## src/rtl/rdt_pkg.sv

```systemverilog
package rdt_pkg;
  // Edges of the demodulated reader signal, one clock wide.
  typedef struct packed {
    logic rise;   // end of a pause
    logic fall;   // start of a pause
  } rx_edge_t;
endpackage

```

## src/rtl/rdt_edge_detect.sv

```systemverilog
module rdt_edge_detect
  import rdt_pkg::*;
#(
  parameter bit IDLE_LEVEL = 1'b1
) (
  input  logic     clk,
  input  logic     rst_n,
  input  logic     rx_level,
  output rx_edge_t edges
);
  logic rx_q;

  always_ff @(posedge clk) begin
    if (!rst_n) rx_q <= IDLE_LEVEL;
    else        rx_q <= rx_level;
  end

  always_comb begin
    edges.rise = rx_level & ~rx_q;
    edges.fall = ~rx_level & rx_q;
  end
endmodule

```

## src/rtl/rdt_delay_timer.sv

```systemverilog
module rdt_delay_timer
  import rdt_pkg::*;
#(
  parameter int CNT_W    = 11,
  parameter int DLY_ZERO = 1172,
  parameter int DLY_ONE  = 1236,
  parameter int MARK_DLY = 32
) (
  input  logic     clk,
  input  logic     rst_n,
  input  rx_edge_t edges,
  input  logic     frame_end,
  input  logic     last_bit,
  output logic     fire_now,
  output logic     tx_start,
  output logic     pause_seen
);
  localparam logic [CNT_W-1:0] CNT_MAX  = {CNT_W{1'b1}};
  localparam logic [CNT_W-1:0] TGT_ZERO = CNT_W'(DLY_ZERO - 1);
  localparam logic [CNT_W-1:0] TGT_ONE  = CNT_W'(DLY_ONE - 1);
  localparam logic [CNT_W-1:0] MARK_END = CNT_W'(MARK_DLY - 1);

  logic [CNT_W-1:0] cnt;
  logic [CNT_W-1:0] target_m1;
  logic             armed;
  logic             any_edge;

  assign any_edge = edges.rise | edges.fall;
  assign fire_now = armed && !any_edge && (cnt == target_m1);

  // Counter referenced to the latest pause edge; saturates so a stale arm never fires.
  always_ff @(posedge clk) begin
    if (!rst_n)              cnt <= '0;
    else if (any_edge)       cnt <= '0;
    else if (cnt != CNT_MAX) cnt <= cnt + 1'b1;
  end

  always_ff @(posedge clk) begin
    if (!rst_n) begin
      armed     <= 1'b0;
      target_m1 <= TGT_ZERO;
    end else if (frame_end) begin
      armed     <= 1'b1;
      target_m1 <= last_bit ? TGT_ONE : TGT_ZERO;
    end else if (fire_now) begin
      armed     <= 1'b0;
    end
  end

  always_ff @(posedge clk) begin
    if (!rst_n) tx_start <= 1'b0;
    else        tx_start <= fire_now;
  end

  always_ff @(posedge clk) begin
    if (!rst_n)                                pause_seen <= 1'b0;
    else if (edges.fall)                       pause_seen <= 1'b1;
    else if (!edges.rise && cnt == MARK_END)   pause_seen <= 1'b0;
  end

  // a start pulse needs an arming that was present on the edge that raised it
  assert_start_needs_arm_R3: assert property (@(posedge clk) disable iff (!rst_n)
    tx_start |-> $past(armed));
  // arming is consumed by the pulse, so it cannot repeat without frame_end
  assert_arm_consumed_R4: assert property (@(posedge clk) disable iff (!rst_n)
    (fire_now && !frame_end) |=> !armed);
  // every end of pause restarts the delay measurement
  assert_count_restart_R1: assert property (@(posedge clk) disable iff (!rst_n)
    edges.rise |=> (cnt == '0));
  // start of a pause always raises the flag
  assert_mark_set_R8: assert property (@(posedge clk) disable iff (!rst_n)
    edges.fall |=> pause_seen);
endmodule

```

## src/rtl/rdt_subcarrier.sv

```systemverilog
module rdt_subcarrier #(
  parameter int SUB_DIV = 16
) (
  input  logic clk,
  input  logic rst_n,
  input  logic start,
  input  logic stop,
  output logic sub_en,
  output logic sub_clk
);
  localparam int HALF = SUB_DIV / 2;
  localparam int DW   = (HALF > 1) ? $clog2(HALF) : 1;
  localparam logic [DW-1:0] HALF_M1 = DW'(HALF - 1);

  logic [DW-1:0] div;

  always_ff @(posedge clk) begin
    if (!rst_n || stop) begin
      sub_en  <= 1'b0;
      sub_clk <= 1'b0;
      div     <= '0;
    end else if (start) begin
      sub_en  <= 1'b1;
      sub_clk <= 1'b1;
      div     <= '0;
    end else if (sub_en) begin
      if (div == HALF_M1) begin
        div     <= '0;
        sub_clk <= ~sub_clk;
      end else begin
        div     <= div + 1'b1;
      end
    end
  end

  // an idle divider keeps its output low
  assert_quiet_when_off_R6: assert property (@(posedge clk) disable iff (!rst_n)
    !sub_en |-> !sub_clk);
  // a pause shuts the subcarrier off on the next cycle
  assert_stop_clears_R7: assert property (@(posedge clk) disable iff (!rst_n)
    stop |=> (!sub_en && !sub_clk));
endmodule

```

## src/rtl/resp_delay_timer.sv

```systemverilog
module resp_delay_timer
  import rdt_pkg::*;
#(
  parameter int CNT_W    = 11,
  parameter int DLY_ZERO = 1172,
  parameter int DLY_ONE  = 1236,
  parameter int MARK_DLY = 32,
  parameter int SUB_DIV  = 16
) (
  input  logic clk,
  input  logic rst_n,
  input  logic rx_level,
  input  logic frame_end,
  input  logic last_bit,
  output logic tx_start,
  output logic sub_en,
  output logic sub_clk,
  output logic pause_seen
);
  rx_edge_t edges;
  logic     fire_now;

  rdt_edge_detect #(.IDLE_LEVEL(1'b1)) u_edge (
    .clk      (clk),
    .rst_n    (rst_n),
    .rx_level (rx_level),
    .edges    (edges)
  );

  rdt_delay_timer #(
    .CNT_W    (CNT_W),
    .DLY_ZERO (DLY_ZERO),
    .DLY_ONE  (DLY_ONE),
    .MARK_DLY (MARK_DLY)
  ) u_timer (
    .clk        (clk),
    .rst_n      (rst_n),
    .edges      (edges),
    .frame_end  (frame_end),
    .last_bit   (last_bit),
    .fire_now   (fire_now),
    .tx_start   (tx_start),
    .pause_seen (pause_seen)
  );

  rdt_subcarrier #(.SUB_DIV(SUB_DIV)) u_sub (
    .clk     (clk),
    .rst_n   (rst_n),
    .start   (fire_now),
    .stop    (edges.fall),
    .sub_en  (sub_en),
    .sub_clk (sub_clk)
  );

  // subcarrier phase is pinned to the start pulse
  assert_sub_aligned_R6: assert property (@(posedge clk) disable iff (!rst_n)
    tx_start |-> (sub_en && sub_clk));
  // start pulse is one cycle wide
  assert_single_pulse_R4: assert property (@(posedge clk) disable iff (!rst_n)
    tx_start |=> !tx_start);
endmodule

```

## config.mk

```make
export PLATFORM = sky130hd
export DESIGN_NAME = resp_delay_timer
export DESIGN_NICKNAME = d
export VERILOG_FILES = /design/src/rtl/rdt_pkg.sv /design/src/rtl/rdt_edge_detect.sv /design/src/rtl/rdt_delay_timer.sv /design/src/rtl/rdt_subcarrier.sv /design/src/rtl/resp_delay_timer.sv
export SDC_FILE = /design/constraint.sdc
export NUM_CORES = 1
export LEC_CHECK = 0
export BUFFER_PORTS_ARGS = -buffer_cell sky130_fd_sc_hd__buf_4
export CORE_MARGIN = 2
export CORE_UTILIZATION = 35
export CTS_CLUSTER_DIAMETER = 80
export CTS_CLUSTER_SIZE = 30
export DETAILED_ROUTE_END_ITERATION = 8
export GPL_TIMING_DRIVEN = 1
export PLACE_DENSITY_LB_ADDON = 0.3
export SLEW_MARGIN = 20
export SYNTH_ARGS = -nofsm -noshare
export SYNTH_HDL_FRONTEND = slang
export SYNTH_SLANG_ARGS = --single-unit
```

## constraint.sdc

```tcl
create_clock -name clk -period 2.1 [get_ports clk]
set_clock_uncertainty 0.1 [all_clocks]
set_input_delay 0.21 -clock clk [delete_from_list [all_inputs] [get_ports clk]]
set_output_delay 0.21 -clock clk [all_outputs]
set_load 0.01 [all_outputs]
```

Word level (Yosys, flattened, before mapping)
Index checks and enable logic that the tools add are counted.
{"block": "classes", "n_eq_ne": 4, "n_addsub": 2, "n_reduce_logical": 14, "bitwise": 7, "mux": 9}
{"op": "11-bit by 1-bit adder with 11-bit output, second input constant", "count": 1}
{"op": "11-bit equality test", "count": 1}
{"op": "11-bit by 5-bit equality test with 1-bit output, second input constant", "count": 1}
{"op": "11-bit inequality test, second input constant", "count": 1}
{"op": "2-bit nonzero test", "count": 4}
{"op": "1-bit two-way mux", "count": 7}
{"op": "7-bit two-way mux", "count": 1}
{"op": "1-bit inverter", "count": 4}
{"op": "2-bit OR reduction", "count": 2}
{"op": "3-bit by 1-bit adder with 3-bit output, second input constant", "count": 1}
{"op": "3-bit equality test, second input constant", "count": 1}
{"op": "1-bit logical AND", "count": 3}
{"op": "1-bit logical NOT", "count": 3}
{"op": "3-bit two-way mux", "count": 1}
{"op": "1-bit bitwise AND", "count": 2}
{"op": "2-bit AND reduction", "count": 1}
{"op": "1-bit logical OR", "count": 1}
{"op": "1-bit OR", "count": 1}
{"block": "totals", "ff_bits": 31, "output_inout_bits": 4, "in_bits": 5, "wordCells": 45}

Logic depth before layout (Yosys ltp)
Gate-level depths: netlist of the first run.
{"block": "depth", "depth_word": 8, "ltp_mapped": 6, "ltp_nobuf": 6}

Hierarchy
From an unflattened synthesis of the first run, not the netlist that was laid out.
{"block": "hier_totals", "cells_unflattened": 100, "area_unflattened_um2": 945.9}
{"mod": "rdt_delay_timer", "cells_each": 74, "n_inst": 1, "area_each_um2": 678.2}
{"mod": "rdt_subcarrier", "cells_each": 22, "n_inst": 1, "area_each_um2": 229.0}
{"mod": "rdt_edge_detect", "cells_each": 4, "n_inst": 1, "area_each_um2": 38.8}

Least setup slack after synthesis of the first run
Ideal clock, no wire load.
{"block": "synth_path", "kind": "register to register", "startpoint": "register u_timer.cnt[0]", "endpoint": "register u_timer.cnt[1]", "path_stages_with_launch": 7, "arrival_time_ns": 1.405, "setup_slack_ns": 0.478, "synth_period_minus_slack_ns": 1.622, "n_path_buf": 1, "path_cell_list": "dfxtp_1 > ha_1 > nand3_1 > or3_1 > buf_2 > mux2i_1 > nor2_1"}
{"block": "synth_via", "elab_chain_cells": 1, "elab_cells_between_ends": 2, "classes_between": "add/sub (1); eq/ne (1)"}
{"item": "start, declared", "line": "rdt_delay_timer.sv:23", "text": "logic [CNT_W-1:0] cnt;"}
{"item": "start signal, assigned", "line": "rdt_delay_timer.sv:35", "text": "else if (cnt != CNT_MAX) cnt <= cnt + 1'b1;"}
{"item": "11-bit by 1-bit adder with 11-bit output or 11-bit inequality test (tied branches)", "line": "rdt_delay_timer.sv:35"}
Several ways; a longest one is shown, not always the timed one.
A chain may end at the register's enable or synchronous reset.

Final worst setup path of the first run
{"block": "layout_path", "startpoint": "register u_timer.cnt[1]", "endpoint": "register u_timer.cnt[4]"}
Same word-level chain as after synthesis.

==> results of run 1 <==
[flip-flops by register name (all words and copies together) (netlist names)]
register	cells
u_timer.tx_start	1
u_sub.div	3
u_timer.armed	1
u_timer.pause_seen	1
u_timer.cnt	11
u_timer.target_m1	1
u_sub.sub_clk	1
u_edge.rx_q	1
u_sub.sub_en	1
[metal layers]
metal | GRT usage, % | share of wire [%] | routed length, um
met5 | 0 | 0 | 0
met4 | 5.98 | 1.3 | 23
met2 | 20.0 | 47 | 832
met1 | 15.5 | 46 | 812
met3 | 4.08 | 6.0 | 107
[cells by family (layout without fill, tap and decap cells)]
logic type | count (synthesis) | in the layout | share of synthesized area, %
AND/OR/NAND/NOR | 45 | 45 | 25.3
flip-flops | 21 | 21 | 42.5
AO/OA/AOI/OAI | 17 | 17 | 11.4
buffers and inverters | 8 | 19 | 3.29
XOR/XNOR | 7 | 7 | 6.19
adder cells (fa/ha/maj) | 5 | 5 | 6.32
multiplexers | 5 | 5 | 5.06
[cell usage in the layout (no fill, tap or decap), types with 2 or more instances in the layout]
cell type   n
dfxtp_1    21
nand2_1    11
buf_4       9
nor3_1      4
nor2_1      6
or3_1       3
o31ai_1     3
a21oi_1     7
xor2_1      5
nor4_1      2
ha_1        5
nand4_1     3
mux2i_1     5
xnor2_1     2
o21ai_0     2
o21ba_1     2
clkbuf_4    3
or4_1       2
inv_1       5
and3_1      2
nand3_1     4
[stage by stage]
stage               utilization, %  hold slack (ns)
global placement              39.9            0.310
finish                        41.3          0.00519
CTS                           41.3          0.00195
global route                  41.3           0.0136
floorplan                        -            0.179
detailed placement            39.9            0.327
[where the power goes]
group,leakage [uW],switching (uW),internal [uW]
clock,0.0000150,120,74.1
combinational,0.000303,23.8,21.9
sequential,0.000171,5.80,406
total,0.000489,149,502
[path summary, 6_finish.rpt]
kind                  start              to  slack [ns]  depth (start not counted)
max          u_timer.cnt[1]  u_timer.cnt[4]        0.29                          5
min reg2reg   u_timer.armed   u_timer.armed        0.40                          2
min                rx_level     u_edge.rx_q       0.005                          3
max reg2reg  u_timer.cnt[1]  u_timer.cnt[4]        0.29                          5
[worst register-to-register path: cells and delay by family (launching register included)]
kind                     cells  cell delay, ns
adder cells (fa/ha/maj)      1            0.25
AO/OA/AOI/OAI                2            0.31
flip-flops                   1            0.43
AND/OR/NAND/NOR              2            0.67
[final cells by class]
type	count	share of cell area (%)
Multi-Input combinational cell	79	48.0
Sequential cell	21	37.6
Timing Repair Buffer	10	6.94
Tap cell	31	3.47
Clock buffer	4	2.35
Inverter	5	1.68
==> reports/qor.yml, run 1 <==
outcome: "completed"
wl_per_cell_um: 11.8
critical-path-max-stage-delay_ns: 0.51
tns_ns: 0
synth.top_cells.by_count: "dfxtp_1 (21), nand2_1 (11), a21oi_1 (7)"
preCtsSetupSlack_ns: 0.336
grt_overflow: 0
rsz0062_at_grt: "no"
grt_first_pass_wirelength_mm: 3.19
clkTransAtPathRegs_ns: 0.12
post_cts_buffers: 0
antenna_found_initial: 0
synth.area.top_cells: "dfxtp_1 (42%), ha_1 (6.3%), mux2i_1 (5.1%)"
numCtsBuffers: 3
tritoncts: "done"
dp_hpwl_mm: 1.37
crit_path_max_fanout: 6
drc: 0
setup_viol: 0
max_freq_mhz: 553
total_power_uw: 651
worst_path_max_delay_cell: "nor3_1"
synth_edf_count: 0
die_h_um: 57.2
num_rows: 19
crit_path_end_kind: "flop"
synth_top_cell_by_area: "dfxtp_1"
path_delay_family: "simple AND/OR/NAND/NOR gates"
syn_area_um2: 990
critPathBufInv: 0
die_area_um2: 3270
final.setup.worst_slack_ns: 0.291
arrival_ns: 1.96
gp_congestion: 0.772
grt.total_usage_pct: 12.6
timing.final.crit_share_pct: 86.1
io_pins: 9
tightest_slew_ns: 0.556
syn-instance-count: 108
htree_levels: 1
yosysSeqAreaShare_pct: 42.5
drive_above_1_share_pct: 14.3
cellLeakagePower_uw: 0.000489
cap_violations: 0
synth.most_common_cell: "dfxtp_1"
antenna_left: 0
worstPathRequired_ns: 2.25
synth_top_area_share_pct: 42.5
final_nets: 130
slew_violations: 0
via_count: 804
port_buffers: 8
finalNonFillerCells: 150
synth_nets: 118
p_per_area_nw_per_um2: 582
grt_pass1_vias: 730
grt_max_degree: 12
cts_buffer_depth: 2
placedInstanceArea_um2: 1080
n_fill_cell: 298
irDropWorstVdd_mv: 0.460
dr.pass1.iters: 4
cts_root_buf: "clkbuf_4"
clkSinkCount: 21
worst_setup_path_start_kind: "flop"
fp.coreArea_um2: 2710
worstHoldPathType: "in -> reg"
fin_area_um2: 1120
avgSynthCellArea_um2: 9.16
synth-seq-cells: 21
dp_cells: 145
clk_latency_ns: 0.31
synthFlopType: "dfxtp_1"
async_flop_share_pct: 0
synthDistinctLibCells: 32
antenna_cells: 0
hold_viol: 0
syn2layout_area_growth_pct: 13.0
via_per_inst: 5.36
layout_min_cycle_time_ns: 1.81
ctsHoldBuffers: 1
fp.dieW_um: 57.2
multi_input_area_um2: 537
cts_resized: 0
worst-setup-path-type: "reg -> reg"
yosysWarnings: 0
start_util_pct: 36.5
seqCellArea_um2: 420
max_slew_margin_pct: 62.6
initialDrtViolationCount: 16
totalWireLength_mm: 1.78
crit_chain: "ha_1, nand3_1, nor3_1, o21ai_0, a21oi_1"
(Power assumes the default switching activity.)
==> inputs of run 2 (changes only) <==
--- a/config.mk
+++ b/config.mk
@@ -5,8 +5,9 @@
 export SDC_FILE = /design/constraint.sdc
 export NUM_CORES = 1
 export LEC_CHECK = 0
+export ABC_AREA = 1
 export BUFFER_PORTS_ARGS = -buffer_cell sky130_fd_sc_hd__buf_4
-export CORE_MARGIN = 2
+export CORE_MARGIN = 1
 export CORE_UTILIZATION = 35
 export CTS_CLUSTER_DIAMETER = 80
 export CTS_CLUSTER_SIZE = 30
==> reports/qor.yml, run 2 <==
via_count: 963
grt_max_degree: 13
syn-instance-count: 157
worstHoldPathType: "in -> reg"
preCtsSetupSlack_ns: 0.612
largest_reg_flops: 11
port_buffers: 8
synth.most_common_cell: "nand2_1"
synth_edf_count: 0
hold_viol: 0
layout_min_cycle_time_ns: 1.51
grt_pass1_vias: 950
synth.top_cells.by_count: "nand2_1 (44), inv_1 (27), dfxtp_1 (21)"
tritoncts: "done"
syn_area_um2: 1070
initialDrtViolationCount: 40
die_h_um: 57.4
p_per_area_nw_per_um2: 532
async_flop_share_pct: 0
grt_overflow: 0
timing.rr.start: "u_timer.cnt[0]"
yosysWarnings: 0
ctsHoldBuffers: 2
grt_first_pass_wirelength_mm: 3.91
timing.final.crit_share_pct: 71.8
synthFlopType: "dfxtp_1"
final_cell_mix: "nand2_1 (44), inv_1 (27), dfxtp_1 (21), nor2_1 (17), a21oi_1 (13)"
top_register: "u_timer.cnt"
fp.coreArea_um2: 2830
htree_levels: 1
cts_root_buf: "clkbuf_4"
avgSynthCellArea_um2: 6.83
antenna_left: 0
drc: 4
antenna_found_initial: 0
fin_hold_ws_ns: 0.0887
outcome: "finished with violations"
crit_path_end_kind: "flop"
arrival_ns: 1.62
rsz0062_at_grt: "no"
num_rows: 19
die_area_um2: 3290
whs_path_depth: 3
post-route-util_pct: 43.1
synth.area.top_cells: "dfxtp_1 (39%), nand2_1 (15%), inv_1 (9.5%)"
final_nets: 182
cts_resized: 0
tightest_slew_ns: 0.261
irDropWorstVdd_mv: 0.244
setup_viol: 0
worst_setup_path_start_kind: "flop"
fp.dieW_um: 57.4
io_pins: 9
cellLeakagePower_uw: 0.000563
wl_per_cell_um: 10.4
clkSinkCount: 21
via_per_inst: 4.77
numCtsBuffers: 3
start_util_pct: 37.9
timing.rr.end: "u_timer.cnt[0]"
antenna_cells: 0
hold_path.startpoint: "last_bit"
tns_ns: 0
synth_top_area_share_pct: 39.2
dr.pass1.iters: 6
max_slew_margin_pct: 82.5
violations: "DRC"
grt.total_usage_pct: 15.0
syn2layout_area_growth_pct: 13.7
synth_nets: 167
totalWireLength_mm: 2.10
yosysSeqAreaShare_pct: 39.2
synth_top_cell_by_area: "dfxtp_1"
crit_path_max_fanout: 10
gp_congestion: 0.866
rrSetupSlack_ns: 0.59
final.setup.worst_slack_ns: 0.592
final_common_cell: "nand2_1"
cap_violations: 0
top_regs: "u_timer.cnt (11), u_sub.div (3)"
worst_hold_path.endpoint: "u_timer.target_m1[6]"
dp_cells: 196
worst-setup-path-type: "reg -> reg"
max_freq_mhz: 663
cts_buffer_depth: 2
drive_above_1_share_pct: 12.3
finalNonFillerCells: 202
clkTransAtPathRegs_ns: 0.12
ff2ff_path_depth: 6
dp_hpwl_mm: 1.64
synth-seq-cells: 21
synthDistinctLibCells: 18
post_cts_buffers: 0
slew_violations: 0
worstPathRequired_ns: 2.21
clk_latency_ns: 0.30
==> run 2: layout make-up <==
| cell class | instances | area (um2) |
|---|---|---|
| clock buffers | 3 | 22.5 |
| clock inverters | 1 | 5.00 |
| fillers | 310 | 1610 |
| inverters | 28 | 105 |
| multi-input cells | 108 | 547 |
| flip-flops and latches | 21 | 420 |
| well taps | 31 | 38.8 |
| repair buffers | 10 | 80.1 |
==> run 2: worst max-delay path by stage <==
stage / start / endpoint / slack (ns) / depth (start not counted)
finish: u_timer.cnt[0] / u_timer.cnt[0] / 0.59 / 6
global route: u_timer.cnt[0] / u_timer.cnt[0] / 0.48 / 6
CTS: u_timer.cnt[0] / u_timer.cnt[0] / 0.59 / 6
detailed placement: u_timer.cnt[0] / u_timer.cnt[0] / 0.61 / 6
global placement: u_timer.cnt[0] / u_timer.cnt[0] / 0.69 / 6
floorplan: u_timer.cnt[0] / u_timer.cnt[0] / 0.77 / 6
==> run 2: routing by layer <==
| metal | vias up | global-route usage, % | wire, um |
|---|---|---|---|
| li1 | 517 | - | - |
| met1 | 429 | 20.5 | 1040 |
| met2 | 17 | 23.8 | 987 |
| met3 | 0 | 2.72 | 66 |
| met4 | 0 | 5.23 | 0 |
| met5 | - | 0 | 0 |
==> run 2: power by group <==
group / internal [uW] / total [uW] / switching [uW]
clock network: 71.0 / 194 / 123
registers: 406 / 412 / 5.59
logic: 19.8 / 43.2 / 23.4
total: 497 / 649 / 152
==> run 2: logic make-up after synthesis <==
family | synth area share (%)
AND/OR/NAND/NOR | 34.0
buffers and inverters | 9.80
flip-flops | 39.2
AO/OA/AOI/OAI | 9.57
adder cells (fa/ha/maj) | 5.83
XOR/XNOR | 1.63
==> run 2: through the flow <==
step / cell area (um2) / power (uW)
after CTS: 1220 / 661
after detailed placement: 1170 / 462
after global routing: 1220 / 688
after global placement: 1170 / 462
final: 1220 / 649
after floorplan: 1070 / 446
==> run 2: critical path, stage by stage, from the launching register on <==
cell     delay (ns)
dfxtp_1        0.41
ha_1           0.26
nand2_2        0.10
nor2_4         0.18
nand3_4        0.16
o21ai_1        0.15
nor2_1         0.05
==> inputs of run 3 (changes only) <==
--- a/config.mk
+++ b/config.mk
@@ -5,7 +5,7 @@
 export SDC_FILE = /design/constraint.sdc
 export NUM_CORES = 1
 export LEC_CHECK = 0
-export ABC_AREA = 1
+export ABC_AREA = 0
 export BUFFER_PORTS_ARGS = -buffer_cell sky130_fd_sc_hd__buf_4
 export CORE_MARGIN = 1
 export CORE_UTILIZATION = 35
==> constraint.sdc (replaced) <==
create_clock -name clk -period 1.3 [get_ports clk]
set_clock_uncertainty 0.1 [all_clocks]
set_input_delay 0.13 -clock clk [delete_from_list [all_inputs] [get_ports clk]]
set_output_delay 0.13 -clock clk [all_outputs]
set_load 0.01 [all_outputs]
==> reports/qor.yml, run 3 (synthesis results as in run 1) <==
drive_above_1_share_pct: 46.6
finalNonFillerCells: 176
via_per_inst: 5.29
max_slew_margin_pct: 79.7
preCtsSetupSlack_ns: -0.320
final_cell_mix: "buf_4 (28), dfxtp_1 (14), nand2_1 (9)"
dp_hpwl_mm: 1.60
violations: "setup timing"
worstPathRequired_ns: 1.46
post-route-util_pct: 59.0
use_met2_pct: 36.1
wl_per_cell_um: 14.2
n_fill_cell: 230
dp_cells: 161
clk_latency_ns: 0.30
final_common_cell: "buf_4"
grt_util_met3_pct: 4.92
grt.total_usage_pct: 19.5
seqPwrFrac_pct: 59.9
tritoncts: "done"
initialDrtViolationCount: 14
die_h_um: 55.2
antenna_cells: 0
numCtsBuffers: 3
multi_input_area_um2: 688
gp_congestion: 0.885
irDropWorstVdd_mv: 0.861
hold_viol: 0
top_usage_layer: "met2"
p_per_area_nw_per_um2: 736
dr.pass1.iters: 4
port_buffers: 8
tightest_slew_ns: 0.302
timing.final.crit_share_pct: 125
clkSinkCount: 21
htree_levels: 1
fp.dieW_um: 55.2
rsz0062_at_grt: "yes"
final.setup.worst_slack_ns: -0.323
cts_root_buf: "clkbuf_4"
slew_violations: 0
grt_first_pass_wirelength_mm: 4.05
outcome: "finished with violations"
total_power_uw: 1110
seqCellArea_um2: 434
grt_pass1_vias: 915
max_freq_mhz: 616
final_nets: 157
p_comb_share_pct: 11.7
antenna_found_initial: 0
worst_setup_path_start_kind: "flop"
clkPwrFrac_pct: 28.4
num_rows: 18
crit_path_max_fanout: 5
grt_max_degree: 12
p_switching_uw: 267
p_sw_share_pct: 24.0
top_regs: "u_timer.cnt (11), u_sub.div (3)"
worst-setup-path-type: "reg -> reg"
p_int_uw: 847
arrival_ns: 1.78
layout_min_cycle_time_ns: 1.62
totalWireLength_mm: 2.50
die_area_um2: 3040
setup_viol: 19
antenna_left: 0
cts_buffer_depth: 2
drc: 0
crit_path_end_kind: "flop"
io_pins: 9
grt_overflow: 0
largest_reg_flops: 11
clkTransAtPathRegs_ns: 0.12
worstHoldPathType: "in -> reg"
grt_use_met1_pct: 21.4
top_register: "u_timer.cnt"
cellLeakagePower_uw: 0.000678
syn2layout_area_growth_pct: 53.0
cap_violations: 0
fp.coreArea_um2: 2570
start_util_pct: 38.5
via_count: 931
==> run 3: changes by cell type in the layout (fill, tap and decap cells not counted), sizes merged, moves of 3 or more <==
cell,change
o21ai,-3
or3,+3
buf,+25
nor3,+3
xor2,+5
a21oi,-6
o31ai,+3
mux2i,+5
nand2,-35
nand3,-4
inv,-23
nor2,-15
==> run 3: worst paths after layout <==
check / from / endpoint / slack (ns) / cells past startpoint
setup / recovery: u_edge.rx_q / u_sub.sub_clk / -0.32 / 5
hold / removal: rx_level / u_timer.pause_seen / 0.19 / 5
setup reg to reg: u_edge.rx_q / u_sub.sub_clk / -0.32 / 5
hold reg to reg: u_timer.pause_seen / u_timer.pause_seen / 0.41 / 2
==> run 3: routing by layer <==
| metal | share of wire (%) | up-vias | wire length, um |
|---|---|---|---|
| li1 | - | 461 | - |
| met1 | 42 | 448 | 1060 |
| met2 | 53 | 16 | 1330 |
| met3 | 2.1 | 6 | 53 |
| met4 | 2.4 | 0 | 61 |
| met5 | 0 | - | 0 |
==> run 3: critical path: stages (launching register included) <==
cell and delay, ns:
dfxtp_2 0.35, ha_4 0.27, nand4_1 0.11, or3_4 0.39, nor3_4 0.21, o21ba_1 0.16
==> run 3: layout make-up <==
class,count,area share (%)
Sequential cell,21,28.7
Clock buffer,4,1.74
Timing Repair Buffer,37,20.4
Tap cell,30,2.48
Multi-Input combinational cell,79,45.5
Inverter,5,1.24
==> run 3: stage by stage <==
stage | TNS [ns] | hold WS (ns) | instance area [um2]
5_1_grt | -5.16 | 0.245 | 1510
2_1_floorplan | -2.12 | 0.0991 | 1030
4_1_cts | -3.83 | 0.180 | 1400
3_3_place_gp | -3.29 | 0.239 | 1250
6_report | -3.92 | 0.187 | 1510
3_5_place_dp | -3.93 | 0.239 | 1250
==> run 3: repair_timing <==
item	4_1_cts	5_1_grt
resized for setup	14	21
hold buffers	4	0
setup buffers	3	6
setup endpoints to repair	19	20
endpoints found under the hold margin	3	0
pin swaps	4	12
==> run 3: power by group through the flow <==
stage | clock, uW | combinational [uW] | sequential (uW)
floorplan | 0 | 44.9 | 682
global placement | 0 | 91.1 | 679
detailed placement | 0 | 93.0 | 680
CTS | 320 | 111 | 666
global route | 357 | 144 | 669
finish | 316 | 131 | 667
